--- config.mk ---
export PLATFORM = sky130hd
export DESIGN_NAME = rst_ctrl_unit
export DESIGN_NICKNAME = d
export VERILOG_FILES = /design/src/rtl/rst_ctrl_pkg.sv /design/src/rtl/rst_pin_filter.sv /design/src/rtl/rst_hold_timer.sv /design/src/rtl/rst_part_ctl.sv /design/src/rtl/rst_ctrl_unit.sv
export SDC_FILE = /design/constraint.sdc
export NUM_CORES = 1
export LEC_CHECK = 0
export ABC_AREA = 1
export ABC_CLOCK_PERIOD_IN_PS = 1300
export BUFFER_PORTS_ARGS = -buffer_cell sky130_fd_sc_hd__buf_4
export CELL_PAD_IN_SITES_DETAIL_PLACEMENT = 0
export CELL_PAD_IN_SITES_GLOBAL_PLACEMENT = 1
export CORE_MARGIN = 4
export CORE_UTILIZATION = 30
export CTS_BUF_LIST = sky130_fd_sc_hd__clkbuf_8
export CTS_CLUSTER_DIAMETER = 100
export DETAILED_ROUTE_END_ITERATION = 12
export PLACE_DENSITY_LB_ADDON = 0.1
export SLEW_MARGIN = 25
export SYNTH_ARGS = -nofsm -noshare
export SYNTH_HDL_FRONTEND = slang
export SYNTH_SLANG_ARGS = --single-unit
--- constraint.sdc ---
create_clock -name clk -period 1.3 [get_ports clk]
set_clock_uncertainty 0.05 [all_clocks]
set_input_delay 0.13 -clock clk [delete_from_list [all_inputs] [get_ports clk]]
set_output_delay 0.13 -clock clk [all_outputs]
set_load 0.02 [all_outputs]
--- src/rtl/rst_ctrl_pkg.sv ---
package rst_ctrl_pkg;
  localparam int CTL_W = 4;

  typedef struct packed {
    logic rx_en;
    logic tx_req;
    logic rx_rst;
    logic tx_rst;
  } ctl_t;
endpackage

--- src/rtl/rst_pin_filter.sv ---
module rst_pin_filter #(
  parameter int SYNC_STAGES = 2,
  parameter int FILT_CYC    = 16
) (
  input  logic clk,
  input  logic por_i,
  input  logic pin_n_i,
  output logic hit_o
);
  localparam int CW = $clog2(FILT_CYC + 1);

  logic [SYNC_STAGES-1:0] sq;

  // synchronizer chain, one flop per stage
  genvar g;
  generate
    for (g = 0; g < SYNC_STAGES; g++) begin : g_sync
      if (g == 0) begin : g_first
        always_ff @(posedge clk) begin
          if (por_i) sq[0] <= 1'b1;
          else       sq[0] <= pin_n_i;
        end
      end else begin : g_next
        always_ff @(posedge clk) begin
          if (por_i) sq[g] <= 1'b1;
          else       sq[g] <= sq[g-1];
        end
      end
    end
  endgenerate

  logic [CW-1:0] low_cnt;

  // count consecutive low samples, saturate at threshold
  always_ff @(posedge clk) begin
    if (por_i || sq[SYNC_STAGES-1]) low_cnt <= '0;
    else if (low_cnt != CW'(FILT_CYC)) low_cnt <= low_cnt + 1'b1;
  end

  assign hit_o = (low_cnt == CW'(FILT_CYC));
endmodule

--- src/rtl/rst_hold_timer.sv ---
module rst_hold_timer #(
  parameter int LEN = 8
) (
  input  logic clk,
  input  logic clr_i,
  input  logic load_i,
  output logic busy_o
);
  localparam int CW = $clog2(LEN + 1);

  logic [CW-1:0] cnt;

  always_ff @(posedge clk) begin
    if (clr_i)            cnt <= '0;
    else if (load_i)      cnt <= CW'(LEN);
    else if (cnt != '0)   cnt <= cnt - 1'b1;
  end

  assign busy_o = (cnt != '0);
endmodule

--- src/rtl/rst_part_ctl.sv ---
module rst_part_ctl
  import rst_ctrl_pkg::*;
(
  input  logic             clk,
  input  logic             full_i,
  input  logic             we_i,
  input  logic [CTL_W-1:0] wdata_i,
  output logic [CTL_W-1:0] ctl_o
);
  ctl_t cur, nxt;

  always_comb begin
    nxt = cur;
    if (we_i) begin
      nxt = ctl_t'(wdata_i);
      // a path held in reset cannot keep its request/enable bit
      if (nxt.tx_rst) nxt.tx_req = 1'b0;
      if (nxt.rx_rst) nxt.rx_en  = 1'b0;
    end
  end

  always_ff @(posedge clk) begin
    if (full_i) cur <= '0;
    else        cur <= nxt;
  end

  assign ctl_o = cur;
endmodule

--- src/rtl/rst_ctrl_unit.sv ---
module rst_ctrl_unit
  import rst_ctrl_pkg::*;
#(
  parameter int SYNC_STAGES = 2,
  parameter int FILT_CYC    = 16,
  parameter int CMD_HOLD    = 8,
  parameter int LOCK_CYC    = 2500
) (
  input  logic             clk,
  input  logic             por_i,
  input  logic             ext_rst_n_i,
  input  logic             host_rst_i,
  input  logic             ctl_we_i,
  input  logic [CTL_W-1:0] ctl_wdata_i,
  output logic [CTL_W-1:0] ctl_q_o,
  output logic             regs_rst_o,
  output logic             tx_rst_o,
  output logic             rx_rst_o,
  output logic             phy_busy_o
);
  logic pin_hit, cmd_busy, lock_busy, full_req;
  ctl_t ctl;

  rst_pin_filter #(.SYNC_STAGES(SYNC_STAGES), .FILT_CYC(FILT_CYC)) u_pin (
    .clk(clk), .por_i(por_i), .pin_n_i(ext_rst_n_i), .hit_o(pin_hit)
  );

  rst_hold_timer #(.LEN(CMD_HOLD)) u_cmd (
    .clk(clk), .clr_i(por_i), .load_i(host_rst_i), .busy_o(cmd_busy)
  );

  assign full_req = por_i | pin_hit | cmd_busy;

  rst_hold_timer #(.LEN(LOCK_CYC)) u_lock (
    .clk(clk), .clr_i(1'b0), .load_i(full_req), .busy_o(lock_busy)
  );

  rst_part_ctl u_ctl (
    .clk(clk), .full_i(full_req), .we_i(ctl_we_i),
    .wdata_i(ctl_wdata_i), .ctl_o(ctl)
  );

  logic regs_q, tx_q, rx_q, busy_q;

  always_ff @(posedge clk) begin
    regs_q <= full_req;
    tx_q   <= full_req | ctl.tx_rst;
    rx_q   <= full_req | ctl.rx_rst;
    busy_q <= full_req | lock_busy;
  end

  assign ctl_q_o    = ctl;
  assign regs_rst_o = regs_q;
  assign tx_rst_o   = tx_q;
  assign rx_rst_o   = rx_q;
  assign phy_busy_o = busy_q;
endmodule

==> Yosys cells after proc, flatten, opt, wreduce, memory -nomap -nowiden <==
Index checks and enable logic that the tools add are counted.
W data, S select, Z words.
{ "totals": {"register_bits": 31, "elab_cells": 33, "mem_bits_rw": 0, "output_inout_bits": 8, "mem_bits_ro": 0, "n_memories": 0, "input_bits": 9, "latchBits": 0} }
{ "classes": {"addsub": 3, "div": 0, "multipliers": 0, "reduce_logical": 5, "bitwise_logic": 5, "n_mux": 4, "shifts": 0, "n_eq_ne": 2, "order_cmp": 0} }
{ "op_table": {"columns": ["op", "n"], "rows": [
  ["$reduce_bool A12 Y1", 1],
  ["$sub A12 B1 Y12 const B", 1],
  ["$mux W4", 2],
  ["$add A5 B1 Y5 const B", 1],
  ["$eq A5 B5 Y1 const B", 1],
  ["$ne A5 B5 Y1 const B", 1],
  ["$or A1 B1 Y1", 5],
  ["$reduce_bool A4 Y1", 1],
  ["$sub A4 B1 Y4 const B", 1],
  ["$mux W1", 2],
  ["$reduce_bool A2 Y1", 1],
  ["$reduce_or A2 Y1", 1],
  ["$logic_or A1 B1 Y1", 1]
]} }

==> Logic depth before layout (Yosys ltp) <==
{ "depth": {"depth_word": 4, "mapped_depth": 9, "ltp_nobuf": 9} }

==> Cells and area by module <==
A second synthesis with hierarchy kept.
{ "hier_totals": {"hier_cells": 204, "hier_area_um2": 1495.2} }
{ "modules_own_cells": {"columns": ["module", "area_per_inst_um2", "seq_area_each_um2", "cells_each", "n_inst"], "rows": [
  ["rst_hold_timer at u_lock", 671.9, 240.2, 97, 1],
  ["rst_pin_filter", 329.1, 140.1, 41, 1],
  ["rst_hold_timer at u_cmd", 226.5, 80.1, 33, 1],
  ["rst_part_ctl", 143.9, 80.1, 19, 1],
  ["rst_ctrl_unit", 123.9, 80.1, 14, 1]
]} }

==> Worst setup path before layout <==
Ideal clock, no wire load.
{ "synth_timing": {"kind": "register to register", "from": "reg u_pin.low_cnt[0]", "to": "reg tx_q, in the netlist tx_rst_o", "path_buffers": 1, "arrival_time_ns": 1.177, "setup_ns": 0.120, "path_slack_ns": -0.047, "period_less_slack_ns": 1.347, "t_required_ns": 1.130, "stages_incl_launch_ff": 9, "path_cell_list": "dfxtp_1 inv_1 ha_1 nand2_1 inv_1 nand2_4 nand3_4 buf_6 or2_1"} }
{ "synth_via": {"elab_chain_cells": 4} }
{ "synth_lines": {"columns": ["item", "line_no", "source"], "rows": [
  ["from (decl)", "rst_pin_filter.sv:32", "logic [CW-1:0] low_cnt;"],
  ["from (signal assigned)", "rst_pin_filter.sv:37", "else if (low_cnt != CW'(FILT_CYC)) low_cnt <= low_cnt + 1'b1;"],
  ["$eq A5 B5 Y1", "rst_pin_filter.sv:40", "assign hit_o = (low_cnt == CW'(FILT_CYC));"],
  ["$or A1 B1 Y1 (2 in a row)", "rst_ctrl_unit.sv:32", "assign full_req = por_i | pin_hit | cmd_busy;"],
  ["named net full_req", "rst_ctrl_unit.sv:21", "logic pin_hit, cmd_busy, lock_busy, full_req;"],
  ["$or A1 B1 Y1", "rst_ctrl_unit.sv:47", "tx_q <= full_req | ctl.tx_rst;"],
  ["to (signal assigned)", "rst_ctrl_unit.sv:47", null],
  ["to (decl)", "rst_ctrl_unit.sv:43", "logic regs_q, tx_q, rx_q, busy_q;"]
]} }
The timed path passes the listed nets, and every way through them passes these cells.
A chain may end at the register's enable or synchronous reset.

==> Worst setup path in the final report <==
{ "layout_timing": {"from": "reg u_cmd.cnt[1]", "to": "reg rx_q, in the netlist rx_rst_o"} }
{ "layout_via": {"elab_chain_cells": 3} }
{ "layout_lines": {"columns": ["item", "line_no", "source"], "rows": [
  ["from (decl)", "rst_hold_timer.sv:11", "logic [CW-1:0] cnt;"],
  ["from (signal assigned)", "rst_hold_timer.sv:15", "else if (load_i) cnt <= CW'(LEN);"],
  ["from (signal assigned)", "rst_hold_timer.sv:16", "else if (cnt != '0) cnt <= cnt - 1'b1;"],
  ["$reduce_bool A4 Y1", "rst_hold_timer.sv:19", "assign busy_o = (cnt != '0);"],
  ["$or A1 B1 Y1", "rst_ctrl_unit.sv:32", null],
  ["$or A1 B1 Y1", "rst_ctrl_unit.sv:48", "rx_q <= full_req | ctl.rx_rst;"],
  ["to (signal assigned)", "rst_ctrl_unit.sv:48", null],
  ["to (decl)", "rst_ctrl_unit.sv:43", null]
]} }
Every way passes these cells.

==> metrics.yaml <==
detailed_routing:
  drt-wirelength-per-cell_um: 11.0
  ant_nets: 0
  dr.first_iter.drc_count: 61
  wl_um: 3330
  drcViolationCount: 0
  viasPerCell: 4.34
  dr_total_vias: 1315
  first_pass_iters: 2
yosys:
  synth-edff-count: 0
  yosysSeqAreaShare: 0.419
  ys_top_cells_by_count: "nand2_1 (40), dfxtp_1 (31), inv_1 (26), nor2_1 (26), nand3_1 (18)"
  synth.most_common_cell: "nand2_1"
  ys_types: 28
  ys_top_cells_by_area: "dfxtp_1 (42%), nand2_1 (10%), inv_1 (6.6%)"
  postSynthCellCount: 195
  yosysWarnings: 0
  syn-num-nets: 210
  yosysTopAreaCell: "dfxtp_1"
  yosysTopAreaCellShare: 0.419
  avgSynthCellArea_um2: 7.60
  netlist_area_um2: 1480
  ys_async_sr_fraction: 0
  synth_seq_cells: 31
  ys.flop_type: "dfxtp_1"
clock_tree:
  cts_max_level: 2
  cts_tree: "done"
  cts_buffers: 5
  cts.sinks: 31
  cts_buffer_depth: 2
  cts_root_buffer: "clkbuf_8"
  clock_latency_ns: 0.28
  clk_pin_slew_worst_paths_ns: 0.06
power:
  swShare: 0.297
  pwr-share-seq: 0.437
  power_switching_uw: 724
  p_clk_frac: 0.310
  comb_power_share: 0.253
  ir_worst_vdd_mv: 0.439
  p_leak_nw: 0.876
  fin_total_pwr_mw: 2.43
  cell_internal_pwr_mw: 1.71
  powerDensity_nw_per_um2: 1220
setup_path:
  endpoint_kind: "register"
  required_ns: 1.42
  crit_start: "u_cmd.cnt[1]"
  r2r_start: "u_cmd.cnt[1]"
  arrival_ns: 1.43
  path_max_fanout: 5
  startpoint_type: "register"
  critical_path_class: "reg -> reg"
floorplan:
  die-height_um: 78.3
  io_pins: 17
  rows: 25
  dieArea_um2: 6130
  die_w_um: 78.3
  core-area_um2: 4750
  start_util: 0.312
timing:
  report.final.setup_viol: 2
  fin_crit_sh: 1.01
  rsz0062_at_grt: "true"
  finalMaxSlewViolations: 0
  finalHoldViolations: 0
  worst_slack_ns: -0.0106
  fin_crit_ns: 1.31
  worst-slew-pin-transition_ns: 0.318
  max_freq_mhz: 763
  whs_ns: 0.0119
  slew_headroom: 0.788
grt:
  grt_pass1_wl_um: 5560
  gr-total-overflow: 0
  grt_pass1_vias: 1269
  grt_usage: 0.116
  grt_max_degree: 10
  antenna_found_initial: 0
min_path:
  hp-start: "por_i"
  hold_path.class: "in -> reg"
place:
  gp_congestion: 0.769
  pre_cts_ws_ns: -0.0718
  hpwl_um: 2460
  portBuffers: 16
  place_area_um2: 1810
run:
  cap_viol_max_count: 0
run_status:
  violations: "negative setup slack"
  status: "finished, violations left"
final_layout:
  insertedDiodeCount: 0
  fin_area_um2: 1990
  drive_above_1_share: 0.339
  n_fill_cell: 503
  synthToLayoutAreaGrowth_pct: 34.4
  nets: 251
  fin_util: 0.419
-- path summary, 6_finish.rpt --
check / endpoint / slack [ns] / cells after the start
max: rx_rst_o / -0.01 / 6
max reg2reg: rx_rst_o / -0.01 / 6
min: u_pin.sq[1] / 0.01 / 2
min reg2reg: u_pin.sq[1] / 0.36 / 1
-- registers in the layout, indices dropped and copies added (netlist names) --
register	count
phy_busy_o	1
u_ctl.ctl_o	4
u_lock.cnt	12
tx_rst_o	1
u_pin.low_cnt	5
rx_rst_o	1
regs_rst_o	1
u_cmd.cnt	4
u_pin.sq	2
-- layout by cell type (no fill, tap or decap), types with 2 or more instances in the layout --
cell / synthesis / final
xor2_1: 4 / 4
or2_2: 4 / 3
buf_4: 0 / 33
ha_4: 0 / 3
o21ai_0: 5 / 2
inv_2: 2 / 10
dfxtp_2: 0 / 2
xnor2_1: 2 / 2
nor2_1: 26 / 23
nand3_1: 18 / 17
nor2_4: 2 / 4
a21oi_1: 8 / 7
nand2_1: 40 / 37
nor2_2: 4 / 5
nand2_2: 0 / 2
inv_1: 26 / 18
nand2_4: 2 / 3
o21ai_1: 1 / 4
clkbuf_8: 0 / 6
nor3_1: 3 / 3
ha_1: 6 / 3
dfxtp_1: 31 / 29
nand3_2: 1 / 3
-- cell type report --
cell class | count | area [µm²] | share of cell area
tap | 67 | 83.8 | 0.0421
clock inverter | 1 | 5.00 | 0.00251
clock buffer | 6 | 82.6 | 0.0415
sequential | 31 | 623 | 0.313
timing repair buffer | 34 | 258 | 0.129
inverter | 29 | 109 | 0.0547
multi-input combinational | 135 | 830 | 0.417
-- timing repair --
item,in CTS,in global routing
endpoints found under the hold margin,1,0
cloned,1,0
setup buffers,0,1
gates resized for setup,13,12
hold buffers,1,0
endpoints found under the setup margin,16,21
pin swaps,9,9
-- layer usage --
metal,vias to the layer above,global-route usage,wire length [µm]
met3,9,0.0367,142
met1,591,0.140,1600
met5,-,0,0
li1,694,-,-
met2,21,0.190,1530
met4,0,0.0472,57
-- metrics by stage --
stage / std cells / TNS [ns]
floorplan: 195 / 0
global placement: 293 / -0.106
detailed placement: 293 / -0.418
CTS: 302 / -0.0842
global route: 303 / -0.759
finish: 303 / -0.0106
-- cell families (layout without fill, tap and decap cells) --
group | Yosys count | after routing | synth area share
AND/OR/NAND/NOR | 105 | 106 | 0.348
flip-flops | 31 | 31 | 0.419
buffers and inverters | 30 | 70 | 0.0811
AO/OA/AOI/OAI | 17 | 17 | 0.0659
adder cells (fa/ha/maj) | 6 | 6 | 0.0507
XOR/XNOR | 6 | 6 | 0.0355
-- power groups by stage --
| stage | logic (mW) | registers (mW) | clock network (mW) |
|---|---|---|---|
| after floorplan | 0.333 | 1.10 | 0 |
| after global placement | 0.545 | 1.08 | 0 |
| after detailed placement | 0.555 | 1.08 | 0 |
| after CTS | 0.584 | 1.06 | 0.792 |
| after global routing | 0.692 | 1.07 | 0.830 |
| final | 0.617 | 1.06 | 0.755 |
-- worst max-delay path, stage by stage, from the launching register on --
cell     delay (ns)
dfxtp_1        0.32
inv_2          0.08
ha_4           0.14
nand2_4        0.07
nor2_8         0.13
nand3_4        0.15
or2_4          0.27
(Power assumes the default switching activity.)
